[src/rtl/simt_pkg.sv]
package simt_pkg;
  localparam int WARP = 32;
  localparam int PC_W = 32;

  typedef struct packed {
    logic [PC_W-1:0] pc;
    logic [WARP-1:0] mask;
    logic [PC_W-1:0] rpc;
    logic            has_rpc;
  } simt_ctx_t;
endpackage

[src/rtl/simt_branch_split.sv]
module simt_branch_split
  import simt_pkg::*;
(
  input  logic [WARP-1:0] act_i,
  input  logic [WARP-1:0] pred_i,
  output logic [WARP-1:0] tk_mask_o,
  output logic [WARP-1:0] nt_mask_o,
  output logic            uniform_o,
  output logic            all_tk_o
);
  always_comb begin
    tk_mask_o = act_i & pred_i;
    nt_mask_o = act_i & ~pred_i;
    all_tk_o  = (nt_mask_o == '0);
    uniform_o = all_tk_o || (tk_mask_o == '0);
  end
endmodule

[src/rtl/simt_ctx_stack.sv]
module simt_ctx_stack
  import simt_pkg::*;
#(
  parameter int DEPTH = 8
) (
  input  logic                         clk_i,
  input  logic                         rst_ni,
  input  logic                         push2_i,
  input  logic                         pop_i,
  input  simt_ctx_t                    lo_i,
  input  simt_ctx_t                    hi_i,
  output simt_ctx_t                    top_o,
  output logic [$clog2(DEPTH+1)-1:0]   depth_o,
  output logic                         room2_o
);
  localparam int CNT_W = $clog2(DEPTH+1);
  localparam int IDX_W = (DEPTH > 1) ? $clog2(DEPTH) : 1;

  logic [CNT_W-1:0] depth_q;
  simt_ctx_t        slot_rd [DEPTH];

  for (genvar i = 0; i < DEPTH; i++) begin : g_slot
    simt_ctx_t slot_q;
    always_ff @(posedge clk_i) begin
      if (push2_i) begin
        if (CNT_W'(i) == depth_q) slot_q <= lo_i;
        else if (CNT_W'(i) == depth_q + CNT_W'(1)) slot_q <= hi_i;
      end
    end
    assign slot_rd[i] = slot_q;
  end

  always_ff @(posedge clk_i or negedge rst_ni) begin
    if (!rst_ni) depth_q <= '0;
    else if (push2_i) depth_q <= depth_q + CNT_W'(2);
    else if (pop_i) depth_q <= depth_q - CNT_W'(1);
  end

  always_comb begin
    top_o   = (depth_q == '0) ? '0 : slot_rd[IDX_W'(depth_q - CNT_W'(1))];
    room2_o = (int'(depth_q) <= DEPTH - 2);
    depth_o = depth_q;
  end


  pop_nonempty_chk: assert property (@(posedge clk_i) disable iff (!rst_ni)
    pop_i |-> depth_q != '0);

  push_room_chk: assert property (@(posedge clk_i) disable iff (!rst_ni)
    push2_i |-> int'(depth_q) <= DEPTH - 2);

  depth_bound_chk: assert property (@(posedge clk_i) disable iff (!rst_ni)
    int'(depth_q) <= DEPTH);

  excl_op_chk: assert property (@(posedge clk_i) disable iff (!rst_ni)
    !(push2_i && pop_i));
endmodule

[src/rtl/simt_recon_stack.sv]
module simt_recon_stack
  import simt_pkg::*;
#(
  parameter int DEPTH      = 8,
  parameter int STEP_BYTES = 4
) (
  input  logic                       clk_i,
  input  logic                       rst_ni,
  input  logic                       adv_i,
  input  logic                       br_valid_i,
  input  logic [WARP-1:0]            br_taken_i,
  input  logic [PC_W-1:0]            br_target_i,
  input  logic [PC_W-1:0]            br_fall_i,
  input  logic [PC_W-1:0]            br_recon_i,
  output logic [PC_W-1:0]            pc_o,
  output logic [WARP-1:0]            mask_o,
  output logic [$clog2(DEPTH+1)-1:0] depth_o,
  output logic                       overflow_o
);
  simt_ctx_t ctx_q, ctx_d, top_w, lo_w, hi_w;
  logic      ovf_q, ovf_d;
  logic      push2, pop, room2;
  logic      uniform, all_tk, empty_path, move;
  logic [WARP-1:0] tk_m, nt_m;
  logic [PC_W-1:0] npc;

  simt_branch_split u_split (
    .act_i     (ctx_q.mask),
    .pred_i    (br_taken_i),
    .tk_mask_o (tk_m),
    .nt_mask_o (nt_m),
    .uniform_o (uniform),
    .all_tk_o  (all_tk)
  );

  simt_ctx_stack #(.DEPTH(DEPTH)) u_stack (
    .clk_i   (clk_i),
    .rst_ni  (rst_ni),
    .push2_i (push2),
    .pop_i   (pop),
    .lo_i    (lo_w),
    .hi_i    (hi_w),
    .top_o   (top_w),
    .depth_o (depth_o),
    .room2_o (room2)
  );

  assign empty_path = ctx_q.has_rpc && (ctx_q.pc == ctx_q.rpc);

  always_comb begin
    ctx_d = ctx_q;
    ovf_d = ovf_q;
    push2 = 1'b0;
    pop   = 1'b0;
    move  = 1'b0;
    npc   = ctx_q.pc;
    lo_w  = '{pc: br_recon_i, mask: ctx_q.mask, rpc: ctx_q.rpc, has_rpc: ctx_q.has_rpc};
    hi_w  = '{pc: br_fall_i, mask: nt_m, rpc: br_recon_i, has_rpc: 1'b1};
    if (empty_path) begin
      pop   = 1'b1;
      ctx_d = top_w;
    end else if (br_valid_i) begin
      if (uniform) begin
        npc  = all_tk ? br_target_i : br_fall_i;
        move = 1'b1;
      end else if (room2) begin
        push2 = 1'b1;
        ctx_d = '{pc: br_target_i, mask: tk_m, rpc: br_recon_i, has_rpc: 1'b1};
      end else begin
        ovf_d = 1'b1;
      end
    end else if (adv_i) begin
      npc  = ctx_q.pc + PC_W'(STEP_BYTES);
      move = 1'b1;
    end
    if (move) begin
      if (ctx_q.has_rpc && npc == ctx_q.rpc) begin
        pop   = 1'b1;
        ctx_d = top_w;
      end else begin
        ctx_d.pc = npc;
      end
    end
  end

  always_ff @(posedge clk_i or negedge rst_ni) begin
    if (!rst_ni) begin
      ctx_q <= '{pc: '0, mask: '1, rpc: '0, has_rpc: 1'b0};
      ovf_q <= 1'b0;
    end else begin
      ctx_q <= ctx_d;
      ovf_q <= ovf_d;
    end
  end

  assign pc_o       = ctx_q.pc;
  assign mask_o     = ctx_q.mask;
  assign overflow_o = ovf_q;


  mask_nonzero_chk: assert property (@(posedge clk_i) disable iff (!rst_ni)
    mask_o != '0);

  ovf_sticky_chk: assert property (@(posedge clk_i) disable iff (!rst_ni)
    overflow_o |=> overflow_o);

  div_push_chk: assert property (@(posedge clk_i) disable iff (!rst_ni)
    (br_valid_i && !uniform && !empty_path && room2)
      |=> (depth_o == $past(depth_o) + 2) && ((mask_o & ~$past(mask_o)) == '0));

  ovf_hold_chk: assert property (@(posedge clk_i) disable iff (!rst_ni)
    (br_valid_i && !uniform && !empty_path && !room2)
      |=> $stable(pc_o) && $stable(mask_o) && $stable(depth_o) && overflow_o);

  idle_hold_chk: assert property (@(posedge clk_i) disable iff (!rst_ni)
    (!br_valid_i && !adv_i && !empty_path) |=> $stable(pc_o) && $stable(mask_o));
endmodule

[config.mk]
export PLATFORM = sky130hd
export DESIGN_NAME = simt_recon_stack
export DESIGN_NICKNAME = d
export VERILOG_FILES = /design/src/rtl/simt_pkg.sv /design/src/rtl/simt_branch_split.sv /design/src/rtl/simt_ctx_stack.sv /design/src/rtl/simt_recon_stack.sv
export SDC_FILE = /design/constraint.sdc
export NUM_CORES = 2
export LEC_CHECK = 0
export ABC_AREA = 0
export ABC_CLOCK_PERIOD_IN_PS = 17100
export BUFFER_PORTS_ARGS = -buffer_cell sky130_fd_sc_hd__buf_2
export CAP_MARGIN = 20
export CORE_MARGIN = 2
export CORE_UTILIZATION = 55
export CTS_BUF_LIST = sky130_fd_sc_hd__clkbuf_8
export CTS_CLUSTER_DIAMETER = 80
export CTS_CLUSTER_SIZE = 24
export DETAILED_ROUTE_END_ITERATION = 8
export PLACE_DENSITY_LB_ADDON = 0.12
export SYNTH_ARGS = -nofsm -noshare
export SYNTH_HDL_FRONTEND = slang
export SYNTH_SLANG_ARGS = --single-unit
[constraint.sdc]
create_clock -name clk_i -period 17.1 [get_ports clk_i]
set_clock_uncertainty 0.2 [all_clocks]
set_input_delay 1.71 -clock clk_i [delete_from_list [all_inputs] [get_ports clk_i]]
set_output_delay 1.71 -clock clk_i [all_outputs]
set_load 0.005 [all_outputs]
### Word-level counts from Yosys, hierarchy flattened

Index checks and enable logic that the tools add are counted.

* logic and storage cells: 141
* input port bits: 132
* bits in registers: 878
* output and inout port bits: 69

* magnitude comparators: 2
* eq/ne operators: 17
* bitwise gates (word level): 7
* add/sub/neg operators: 4
* multiplexer cells: 45
* reductions and logical operators: 28

Operator list (count)
* 2-to-1 mux 97 bit: 24
* binary-select mux 97 bit (select 3 bit): 1
* 2-to-1 mux 32 bit: 6
* 2-to-1 mux 65 bit: 1
* bitwise AND 32 bit: 2
* equality test 32 bit: 2
* logical NOT 32 bit: 2
* adder 32 x 3 -> 32 bit (second input constant): 1
* equality test 3 x 4 -> 1 bit (first input constant): 8
* inverter 32 bit: 1
* nonzero test 2 bit: 9
* equality test 2 x 4 -> 1 bit (first input constant): 4
* AND reduction 2 bit: 8
* 2-to-1 mux 1 bit: 11
* equality test 1 x 4 -> 1 bit (first input constant): 2
* logical NOT 4 bit: 2
* 2-to-1 mux 4 bit: 2
* nonzero test 3 bit: 2
* adder 4 x 1 -> 4 bit (second input constant): 1
* adder 4 x 2 -> 4 bit (second input constant): 1
* greater-or-equal comparator 4 bit (second input constant): 1
* <= comparator 4 x 3 -> 1 bit (second input constant): 1
* inverter 3 -> 4 bit: 1
* AND reduction 4 bit: 1
* other kinds (6): 9

### Logic depth before layout (Yosys ltp)

* word-level depth: 13
* depth in mapped cells: 20
* gate-level depth less buffers: 14

### Cells and area by module

Synthesis repeated with hierarchy kept, for this count alone.

* cells, all modules: 3136
* area, all modules: 48154.9 µm²

By module, submodules not included
* simt_ctx_stack: cells an instance 2058, area each 38734.6 µm², times used 1
* simt_recon_stack: cells an instance 992, area each 8871.0 µm², times used 1
* simt_branch_split: cells an instance 86, area each 549.3 µm², times used 1

### Least setup slack after synthesis

Ideal clock, no wire load.

* path type: input-to-reg
* from: in br_taken_i[26]
* to: reg u_stack.g_slot[6].slot_q[0] (netlist name), enable pin
* library setup time: 0.585 ns
* path slack: 7.867 ns
* path buffers: 6
* stages on the path: 12
* data arrival time: 8.448 ns
* required time: 16.315 ns
* cells stage by stage: clkbuf_1 -> o2111ai_1 -> nor4_4 -> nand2_4 -> buf_6 -> buf_6 -> buf_2 -> and4_1 -> clkbuf_1 -> clkbuf_1 -> nand2_1 -> a21oi_1

* word-level cells in the longest chain between the ends: 8
* elaborated cells between the ends (all ways): 10
* classes of those cells: 3 x mux; 3 x bitwise; 4 x reduce/logical

RTL lines
* start, declared: RTL line simt_recon_stack.sv:11 `input logic [WARP-1:0] br_taken_i,`
* inverter 32 bit: RTL line simt_branch_split.sv:13 `nt_mask_o = act_i & ~pred_i;`
* bitwise AND 32 bit: RTL line simt_branch_split.sv:13
* logical NOT 32 bit: RTL line simt_branch_split.sv:14 `all_tk_o = (nt_mask_o == '0);`
* logical OR 1 bit *: RTL line simt_branch_split.sv:15 `uniform_o = all_tk_o || (tk_mask_o == '0);`
* 2-to-1 mux 1 bit *: RTL line simt_recon_stack.sv:63 `if (uniform) begin`
* 2-to-1 mux 1 bit *: RTL line simt_recon_stack.sv:62 `end else if (br_valid_i) begin`
* 2-to-1 mux 1 bit *: RTL line simt_recon_stack.sv:59 `if (empty_path) begin`
* AND reduction 2 bit (no source line) *
* end signal, assigned: RTL line simt_ctx_stack.sv:26 `if (CNT_W'(i) == depth_q) slot_q <= lo_i;`
* end signal, assigned: RTL line simt_ctx_stack.sv:27 `else if (CNT_W'(i) == depth_q + CNT_W'(1)) slot_q <= hi_i;`
* end, declared: RTL line simt_ctx_stack.sv:23 `simt_ctx_t slot_q;`

Mark *: on every way between the ends. The rest lies on a longest branch, timed or not.
A chain may end at the register's enable or synchronous reset.

### Worst setup path after layout

* from: in br_taken_i[9]
* to: reg ctx_q, in the netlist pc_o[27]

* word-level cells in the longest chain between the ends: 11
* elaborated cells between the ends (all ways): 21
* classes of those cells: 2 x eq/ne; 9 x mux; 3 x bitwise; 7 x reduce/logical

RTL lines
* inverter 32 bit: RTL line simt_branch_split.sv:13
* bitwise AND 32 bit: RTL line simt_branch_split.sv:13
* logical NOT 32 bit: RTL line simt_branch_split.sv:14
* 2-to-1 mux 32 bit or logical OR 1 bit (tied branches): RTL line simt_recon_stack.sv:64, simt_branch_split.sv:15
* 2-to-1 mux 32 bit: RTL line simt_recon_stack.sv:63
* 2-to-1 mux 32 bit: RTL line simt_recon_stack.sv:62
* 2-to-1 mux 32 bit: RTL line simt_recon_stack.sv:59
* equality test 32 bit: RTL line simt_recon_stack.sv:77 `if (ctx_q.has_rpc && npc == ctx_q.rpc) begin`
* logical AND 1 bit: RTL line simt_recon_stack.sv:77
* 2-to-1 mux 32 bit: RTL line simt_recon_stack.sv:77
* 2-to-1 mux 97 bit: RTL line simt_recon_stack.sv:76 `if (move) begin`
* end signal, assigned: RTL line simt_recon_stack.sv:88 `ctx_q <= '{pc: '0, mask: '1, rpc: '0, has_rpc: 1'b0};`
* end signal, assigned: RTL line simt_recon_stack.sv:91 `ctx_q <= ctx_d;`
* end, declared: RTL line simt_recon_stack.sv:20 `simt_ctx_t ctx_q, ctx_d, top_w, lo_w, hi_w;`

Parallel ways exist; a longest one is shown, timed or not.

==> metrics.md <==
| Metric | Value |
|---|---|
| Outcome | `completed` |
| Worst setup SP type | `primary input` |
| Post-synth top flop | `edfxtp_1` |
| WL per Instance | `32.1 um` |
| Synth unique cells | `90` |
| Die X | `295 um` |
| Detailed Route Iter0 Violations | `roughly 4.1k` |
| Slew headroom | `20.0%` |
| R2R depth | `16` |
| Final Max Slew Viols | `0` |
| Ratio of cells with drive above 1 in the final layout | `approximately 28%` |
| Fmax | `0.129 GHz` |
| # port buffers | `200` |
| Initial antenna violation count | `19` |
| Post-CTS Setup Inserts | `0` |
| Grt ovf | `0` |
| Number of remaining DRC errors | `0` |
| Worst endpoint data arrival time | `about 8.2 ns` |
| FF/Latch Area | `25900 um^2` |
| Final Util | `about three fifths` |
| Vias in the first global route | `32.2k` |
| Drt pass-1 iters | `6` |
| Slew @ Worst Pin | `1.20 ns` |
| RSZ-0062 raised after global routing | `false` |
| Core Region | `approximately 84000 um^2` |
| Max Buffers Root-to-Sink | `3` |
| Final hold violation count | `0` |
| Tot GR Track Use | `34.8%` |
| Avg Cell Area, Syn | `12.8 um^2` |
| Clock latency on the worst-skew pair | `roughly 0.76 ns` |
| Reg clk slew, reported paths | `about 0.14 ns` |
| Syn Inst Count | `around 3.7k` |
| Final ANT Viol Nets | `0` |
| Nets | `3681` |
| Hold crit path type | `reg -> reg` |
| Lkg Pwr | `15.7 nW` |
| EDFF count, synth | `just under 800` |
| Total CTS buffers | `47` |
| CP required | `between 15 and 20 ns` |
| Post-DP HPWL | `between 80 and 90 mm` |
| Fill cells | `6865` |
| Starting density of the core | `55.7%` |
| Synth top area share | `about 50%` |
| Via count | `32.1k` |
| Routability cong. | `between 1 and 1.5` |
| Hold path depth | `2` |
| Syn_nets | `~3.8k` |
| Dominant cell type by area after synthesis | `edfxtp_1` |
| Seq/Total Area, Yosys | `55.4%` |
| VDD IR max | `72.9 uV` |
| Die area | `87300 um^2` |
| Period utilization | `45.2%` |
| Pin count of the biggest net entering global routing | `119` |
| Final setup viols | `0` |
| Maximum fanout along the worst path | `between 100 and 150` |
| Setup_tns | `0 ns` |
| Max cap viols | `0` |
| Synthesized area | `46700 um^2` |
| Final wirelength | `152 mm` |
| Critical path class | `in -> reg` |
| Crit path time final | `7.74 ns` |
| IO Pins | `201` |
| Drt via density | `6.80` |
| CTS H-tree depth | `2` |
| Clock Root Buffer | `clkbuf_8` |
| PostCTS Resize Cnt | `0` |
| Yosys warnings | `0` |
| Row Count | `~110` |
| Number of synthesized register bits | `878` |
| Synth async-reset ratio | `11.6%` |
| Worst setup EP type | `flop` |
| First-pass GRT wire length | `221 mm` |
| PD cells | `74.6 nW/um^2` |
| Multi-input gate area | `18800 um^2` |
| Clock sink count | `878` |
| CTS tree | `built` |
| Die Height | `295 um` |
| Layout area overhead | `4.52%` |
| Top area cells in the synthesized netlist | `edfxtp_1 50%, mux4_2 9.4%, mux2_2 9.3%` |
| Hold_buf cts | `0` |
[sequential cells by signal (all words and copies together) (netlist names)]
register	cells
u_stack.depth_o	4
u_stack.g_slot.slot_q	776
overflow_o	1
ctx_q	33
mask_o	32
pc_o	32
[worst max-delay path: stages]
cell and delay [ns]:
buf_2 0.21, nand2b_1 0.15, o2111ai_1 0.31, nor4_4 0.93
nand2_4 0.49, a31oi_4 0.76, o32ai_1 0.19, a221o_1 0.44
nor4_1 0.19, nand4_1 0.20, nor4_4 0.63, nand2_8 0.62
buf_4 0.64, a211o_1 0.35, a31oi_1 0.18
[per-layer routing]
layer	GRT usage, %	wire length (um)
met2	55.1	71400
met4	14.6	6530
met3	4.99	14300
met1	48.4	59300
met5	0	63
[cells by family after synthesis]
kind of cell,after synthesis,synth area share (%)
buffers and inverters,470,4.74
XOR/XNOR,49,0.919
AND/OR/NAND/NOR,859,8.12
multiplexers,618,19.5
adder cells (fa/ha/maj),10,0.268
flip-flops,878,55.4
AO/OA/AOI/OAI,778,11.1
[cell usage in the layout (no fill, tap or decap), drive strengths merged, types with 28 or more instances in the layout]
| cell | instances |
|---|---|
| a21boi | 192 |
| a21oi | 198 |
| a31oi | 29 |
| buf | 265 |
| clkbuf | 50 |
| dfrtp | 70 |
| dfstp | 32 |
| edfxtp | 776 |
| inv | 46 |
| mux2 | 387 |
| mux2i | 37 |
| mux4 | 194 |
| nand2 | 545 |
| nand2b | 37 |
| nand3 | 28 |
| nor2 | 124 |
| nor3 | 35 |
| o211ai | 38 |
| o21ai | 144 |
| xor2 | 40 |
[path summary, 6_finish.rpt]
path / slack, ns / start / endpoint
min reg2reg: 0.35 / mask_o[28] / mask_o[28]
min in group asynchronous: 0.77 / rst_ni / ctx_q[5]
max in group asynchronous: 14.47 / rst_ni / u_stack.depth_o[0]
max: 9.36 / br_taken_i[9] / pc_o[27]
max reg2reg: 9.80 / ctx_q[11] / pc_o[27]
min: 0.35 / mask_o[28] / mask_o[28]
[Yosys cell counts, drive strengths merged (38+ instances only)]
master and count:
a21oi 198, xor2 40, nor2 124, edfxtp 776
nand2 545, a21boi 192, mux2 387, mux4 194
clkbuf 249, o211ai 38, o21ai 144, buf 188
dfrtp 70
[report_power, final]
part / switching, mW / internal [mW] / leakage [nW]
sequential: 0.0316 / 2.33 / 7.58
combinational: 0.149 / 0.0926 / 7.55
clock: 0.705 / 0.337 / 0.578
total: 0.886 / 2.76 / 15.7
[cell type report]
cell class              count  area share [%]
flip-flops and latches    878            53.0
multi-input cells        2314            38.6
repair buffers            265            3.11
well taps                1134            2.91
clock buffers              50            1.41
clock inverters            37           0.661
inverters                  33           0.254
diodes                     10          0.0512
[metrics by stage]
stage                     worst slack [ns]  power (mW)  cells  hold WS, ns  cell area [um^2]
after global placement                9.10        2.63   4624        0.312             47800
after CTS                             9.60        3.65   4711        0.343             48800
after detailed placement              8.88        2.64   4624        0.323             47800
final                                 9.36        3.64   4721        0.346             48800
after global routing                  9.23        3.74   4720        0.355             48800
after floorplan                       7.87        2.54   3662        0.251             46700
No activity file was read; power rests on OpenSTA's default activity.
